==> src/rtl/usb_ep_pkg.sv <==
package usb_ep_pkg;
    localparam int DIR_W      = 8;
    localparam int F_EN       = 7;
    localparam int F_TRST     = 6;
    localparam int F_INH      = 5;
    localparam int F_TYPE_LSB = 2;
    localparam int F_SRC      = 1;
    localparam int F_STALL    = 0;

    typedef enum logic [1:0] {
        EP_CTRL = 2'b00,
        EP_ISO  = 2'b01,
        EP_BULK = 2'b10,
        EP_INTR = 2'b11
    } ep_type_e;

    typedef enum logic [1:0] {
        HS_NONE  = 2'b00,
        HS_ACK   = 2'b01,
        HS_STALL = 2'b10
    } hs_e;

    typedef enum logic {
        SEQ_DATA0 = 1'b0,
        SEQ_DATA1 = 1'b1
    } seq_e;
endpackage

==> src/rtl/usb_ep_dir.sv <==
module usb_ep_dir
    import usb_ep_pkg::*;
#(
    parameter bit IS_TX = 1'b1
) (
    input  logic             clk,
    input  logic             rst_n,
    input  logic             wr,
    input  logic [DIR_W-1:0] wbyte,
    input  logic             setup,
    input  logic             done,
    output logic [DIR_W-1:0] rbyte,
    output logic [1:0]       hs,
    output logic             pid_data1
);
    logic     en_q, inh_q, src_q, stall_q;
    ep_type_e type_q;
    seq_e     seq_q, seq_d;
    logic     tog_clr, adv;

    assign tog_clr = wr && wbyte[F_TRST];
    assign adv     = done && en_q && !stall_q && (type_q != EP_ISO);

    // configuration fields and stall flag
    always_ff @(posedge clk) begin
        if (!rst_n) begin
            en_q    <= 1'b0;
            inh_q   <= 1'b0;
            src_q   <= 1'b0;
            type_q  <= EP_CTRL;
            stall_q <= 1'b0;
        end else begin
            if (wr) begin
                en_q   <= wbyte[F_EN];
                inh_q  <= wbyte[F_INH];
                src_q  <= wbyte[F_SRC];
                type_q <= ep_type_e'(wbyte[F_TYPE_LSB +: 2]);
            end
            if (setup)
                stall_q <= (type_q != EP_CTRL);
            else if (wr)
                stall_q <= wbyte[F_STALL];
        end
    end

    // toggle state register
    always_ff @(posedge clk) begin
        if (!rst_n) seq_q <= SEQ_DATA0;
        else        seq_q <= seq_d;
    end

    // toggle transitions: resync, advance, hold
    always_comb begin
        seq_d = seq_q;
        unique case (seq_q)
            SEQ_DATA0: if (tog_clr) seq_d = SEQ_DATA0;
                       else if (adv) seq_d = SEQ_DATA1;
            SEQ_DATA1: if (tog_clr) seq_d = SEQ_DATA0;
                       else if (adv) seq_d = SEQ_DATA0;
            default:   seq_d = SEQ_DATA0;
        endcase
    end

    // outputs
    always_comb begin
        rbyte = '0;
        rbyte[F_EN]                 = en_q;
        rbyte[F_INH]                = inh_q;
        rbyte[F_TYPE_LSB +: 2]      = type_q;
        rbyte[F_SRC]                = src_q;
        rbyte[F_STALL]              = stall_q;
        if (!en_q)        hs = HS_NONE;
        else if (stall_q) hs = HS_STALL;
        else              hs = HS_ACK;
    end

    generate
        if (IS_TX) begin : g_tx_pid
            assign pid_data1 = (seq_q == SEQ_DATA1) && !inh_q && (type_q != EP_ISO);
        end else begin : g_rx_pid
            assign pid_data1 = (seq_q == SEQ_DATA1) && (type_q != EP_ISO);
        end
    endgenerate

    assert_setup_stall_R5: assert property (@(posedge clk) disable iff (!rst_n)
        setup |=> (stall_q == $past(type_q != EP_CTRL)));

    assert_setup_wins_R6: assert property (@(posedge clk) disable iff (!rst_n)
        (setup && wr && (wbyte[F_STALL] != (type_q != EP_CTRL))) |=> (stall_q != $past(wbyte[F_STALL])));

    assert_advance_R7: assert property (@(posedge clk) disable iff (!rst_n)
        (adv && !tog_clr) |=> (seq_q != $past(seq_q)));

    assert_hold_R8: assert property (@(posedge clk) disable iff (!rst_n)
        ((!en_q || stall_q) && !tog_clr) |=> $stable(seq_q));

    assert_iso_hold_R9: assert property (@(posedge clk) disable iff (!rst_n)
        ((type_q == EP_ISO) && !tog_clr) |=> $stable(seq_q));

    assert_resync_R10: assert property (@(posedge clk) disable iff (!rst_n)
        tog_clr |=> (seq_q == SEQ_DATA0));
endmodule

==> src/rtl/usb_ep_ctrl.sv <==
module usb_ep_ctrl
    import usb_ep_pkg::*;
#(
    parameter int REG_W  = 32,
    parameter int TX_LSB = 16,
    parameter int RX_LSB = 0
) (
    input  logic             clk,
    input  logic             rst_n,
    input  logic             reg_wr,
    input  logic [REG_W-1:0] reg_wdata,
    output logic [REG_W-1:0] reg_rdata,
    input  logic             setup_evt,
    input  logic             tx_done,
    input  logic             rx_done,
    output logic [1:0]       tx_hs,
    output logic [1:0]       rx_hs,
    output logic             tx_pid_data1,
    output logic             rx_pid_data1
);
    localparam int NDIR = 2;

    logic [DIR_W-1:0] rbyte_w [NDIR];
    logic [1:0]       hs_w    [NDIR];
    logic [NDIR-1:0]  pid_w;
    logic [NDIR-1:0]  done_w;

    assign done_w = {rx_done, tx_done};

    generate
        for (genvar g = 0; g < NDIR; g++) begin : g_dir
            localparam int LSB = (g == 0) ? TX_LSB : RX_LSB;
            usb_ep_dir #(.IS_TX(g == 0)) u_dir (
                .clk       (clk),
                .rst_n     (rst_n),
                .wr        (reg_wr),
                .wbyte     (reg_wdata[LSB +: DIR_W]),
                .setup     (setup_evt),
                .done      (done_w[g]),
                .rbyte     (rbyte_w[g]),
                .hs        (hs_w[g]),
                .pid_data1 (pid_w[g])
            );
        end
    endgenerate

    always_comb begin
        reg_rdata = '0;
        reg_rdata[TX_LSB +: DIR_W] = rbyte_w[0];
        reg_rdata[RX_LSB +: DIR_W] = rbyte_w[1];
    end

    assign tx_hs        = hs_w[0];
    assign rx_hs        = hs_w[1];
    assign tx_pid_data1 = pid_w[0];
    assign rx_pid_data1 = pid_w[1];
endmodule

==> config.mk <==
export PLATFORM = sky130hd
export DESIGN_NAME = usb_ep_ctrl
export DESIGN_NICKNAME = d
export VERILOG_FILES = /design/src/rtl/usb_ep_pkg.sv /design/src/rtl/usb_ep_dir.sv /design/src/rtl/usb_ep_ctrl.sv
export SDC_FILE = /design/constraint.sdc
export NUM_CORES = 1
export LEC_CHECK = 0
export BUFFER_PORTS_ARGS = -buffer_cell sky130_fd_sc_hd__buf_4
export CORE_MARGIN = 2
export CORE_UTILIZATION = 36
export DETAILED_ROUTE_END_ITERATION = 10
export PLACE_DENSITY = 0.82
export SLEW_MARGIN = 0
export SYNTH_ARGS = -nofsm -noshare
export SYNTH_HDL_FRONTEND = slang
export SYNTH_SLANG_ARGS = --single-unit
==> constraint.sdc <==
create_clock -name clk -period 1.65 [get_ports clk]
set_clock_uncertainty 0.2 [all_clocks]
set_input_delay 0.165 -clock clk [delete_from_list [all_inputs] [get_ports clk]]
set_output_delay 0.165 -clock clk [all_outputs]
set_load 0.02 [all_outputs]
==> results.py <==
metrics = {
    "finish": {
        "fin_nets": 176,
        "synthToLayoutAreaGrowth_pct": 42.24,
        "fill_cells": 210,
        "utilization_pct": 53.90,
        "drive_gt1_share_pct": 31.62,
        "diodes": 0,
        "mostFrequentLayoutCells": "buf_4, conb_1, dlygate4sd3_1, dfxtp_1, mux2i_1",
        "mostFrequentLayoutCell": "buf_4",
    },
    "timing": {
        "drv_slew": 0,
        "setup_violations": 0,
        "period_minus_slack_ns": 1.596,
        "finalCritPeriodShare_pct": 96.73,
        "tns_ns": 0,
        "fin_ws_ns": 0.05393,
        "fmax_mhz": 626.5,
        "finalHoldViolations": 0,
        "rsz0062_at_grt": "false",
        "timing.hold.ws_ns": 0.02598,
    },
    "worst_hold_path": {
        "hold_depth": 4,
        "holdCritPathClass": "input pin to register",
        "holdPathEnd": "g_dir[1].u_dir.seq_q$_SDFF_PN0_",
        "hp-start": "reg_wdata[6]",
    },
    "global_route": {
        "use_met3_pct": 3.714,
        "grt_max_degree": 15,
        "track_usage_pct": 13.69,
        "antenna_found_initial": 0,
        "grt-busiest-layer": "met2",
        "grtUsageMet1_pct": 14.84,
        "use_met2_pct": 25.74,
        "grt_remaining_overflow": 0,
        "grt_pass1_wl_mm": 2.760,
        "grt_pass1_vias": 687,
    },
    "floorplan": {
        "die_area_um2": 2731,
        "coreArea_um2": 2212,
        "initial_utilization_pct": 37.90,
        "ioPinCount": 76,
        "fp-row-count": 17,
        "die_y_um": 52.26,
        "die_x_um": 52.26,
    },
    "synthesis": {
        "synth.distinct_cells": 21,
        "ys_ff_latch": 14,
        "synth_top_area_share_pct": 33.43,
        "synth_area_leaders": "dfxtp_1, buf_4, mux2i_1",
        "synth.avg_cell_area_um2": 9.314,
        "yosysSeqAreaShare_pct": 33.43,
        "synth_warnings": 0,
        "syn_inst": 90,
        "synth_area_um2": 838.3,
        "yosysTopAreaCell": "dfxtp_1",
    },
    "clocking": {
        "cts_buffers": 3,
        "cts.path.max_buffers": 2,
        "cts-resized-gates": 0,
        "cts-root-buf": "clkbuf_4",
        "clock_sink_count": 14,
        "h-tree-depth": 1,
        "path_clk_slew_ns": 0.08,
        "clk_latency_ns": 0.27,
        "cts_tree": "done",
    },
    "drt": {
        "firstDrtPassIters": 2,
        "ant_nets": 0,
        "vias_per_cell": 4.140,
        "first_iter_violations": 2,
        "num_vias": 679,
        "drc": 0,
        "drt-total-wl_mm": 1.693,
        "wire_per_inst_um": 10.32,
    },
    "power": {
        "power.share.clock_pct": 23.7,
        "peakVddDrop_mv": 0.3871,
        "p_per_area_nw_per_um2": 670.4,
        "total_leakage_power_uw": 0.0006166,
        "p_sw_uw": 243.0,
        "p_sw_share_pct": 30.39,
        "seq_power_share_pct": 46.9,
        "comb_power_share_pct": 29.4,
        "p_int_uw": 556.4,
    },
    "worst_setup_path": {
        "crit_fanout": 1,
        "worstReg2RegEnd": "g_dir[1].u_dir.type_q[0]$_SDFFE_PN0P_",
        "worstSetupPathType": "input pin to register",
        "critPathCaptureType": "register",
        "ff2ff_path_depth": 3,
        "critical_path_required_ns": 1.61,
        "reg2reg_slack_ns": 0.26,
        "timing.rr.start": "g_dir[1].u_dir.type_q[0]$_SDFFE_PN0P_",
        "startpoint_type": "input pin",
        "critical_path_arrival_ns": 1.56,
    },
    "placed_design": {
        "port_buffers": 37,
        "hpwl_mm": 1.198,
        "post-place-ws_ns": 0.3050,
        "gp_congestion": 0.6203,
    },
    "flow_run": {
        "max_cap_viol_count": 0,
    },
    "run_status": {
        "status": "completed",
    },
}
-- final cells by class --
type / instances / area (um^2) / share of cell area (%)
sequential: 14 / 280.3 / 23.50
clock buffer: 3 / 22.52 / 1.889
timing repair buffer: 54 / 447.9 / 37.57
tap: 28 / 35.03 / 2.938
inverter: 2 / 7.507 / 0.6296
multi-input combinational: 63 / 399.1 / 33.47
-- timing repair --
action | CTS | global route
endpoints found under the setup margin | 0 | 1
endpoints found under the hold margin | 13 | 0
setup buffers | 0 | 0
hold buffers | 18 | 0
-- per-stage QoR --
step / instances / power, uW / area [um^2]
global placement: 144 / 581.0 / 999.7
floorplan: 109 / 558.0 / 909.6
CTS: 165 / 806.7 / 1202
global route: 164 / 849.1 / 1192
detailed placement: 144 / 585.8 / 999.7
finish: 164 / 799.4 / 1192
-- power by group through the flow --
stage | Combinational [uW] | Sequential, uW | Clock (uW)
2_1_floorplan | 172 | 386 | 0
3_3_place_gp | 200 | 381 | 0
3_5_place_dp | 203 | 383 | 0
4_1_cts | 237 | 375 | 194
5_1_grt | 254 | 379 | 217
6_report | 235 | 375 | 189
-- cells by family after synthesis --
family	after synthesis	share of synthesized area [%]
buffers and inverters	32	27.46
AOI/OAI and AO/OA	5	5.820
other	1	0.4473
and+or+nand+nor	25	17.31
DFF	14	33.43
muxes	13	15.52
-- how the worst max path moves through the flow --
stage / to / start / slack (ns) / depth (start not counted)
final: g_dir[1].u_dir.type_q[0]$_SDFFE_PN0P_ / reg_wdata[2] / 0.05 / 5
after global routing: g_dir[1].u_dir.type_q[1]$_SDFFE_PN0P_ / reg_wdata[3] / 0.006 / 5
after CTS: g_dir[0].u_dir.en_q$_SDFFE_PN0P_ / reg_wdata[23] / 0.05 / 5
after detailed placement: g_dir[0].u_dir.seq_q$_SDFF_PN0_ / g_dir[0].u_dir.stall_q$_SDFFE_PN0P_ / 0.31 / 3
after global placement: g_dir[0].u_dir.seq_q$_SDFF_PN0_ / g_dir[0].u_dir.stall_q$_SDFFE_PN0P_ / 0.32 / 3
after floorplan: tx_pid_data1 / g_dir[0].u_dir.type_q[1]$_SDFFE_PN0P_ / 0.19 / 2
-- Yosys cell counts (all sizes together) --
library cell  count
a21boi            1
a221oi            1
and2              3
buf              30
conb              1
dfxtp            14
inv               2
mux2i            13
nand2             3
nand2b            2
nand3             1
nand3b            1
nor2              5
nor2b             8
nor3b             1
o21ai             1
o311a             2
or3               1
-- registers in the layout (all words and copies together), names as in the netlist --
| register | flops |
|---|---|
| g_dir.u_dir.stall_q | 2 |
| g_dir.u_dir.inh_q | 2 |
| g_dir.u_dir.type_q | 4 |
| g_dir.u_dir.seq_q | 2 |
| g_dir.u_dir.src_q | 2 |
| g_dir.u_dir.en_q | 2 |
-- routing by layer --
layer,up-vias,part of all wire (%)
li1,339,-
met1,298,41
met4,0,0.41
met2,40,50
met5,-,0
met3,2,9.2
-- critical path: stages --
cell	delay [ns]
dlygate4sd3_1	0.54
buf_4	0.13
mux2i_1	0.12
nor2b_1	0.05
dlygate4sd3_1	0.55
(Power assumes the default switching activity.)
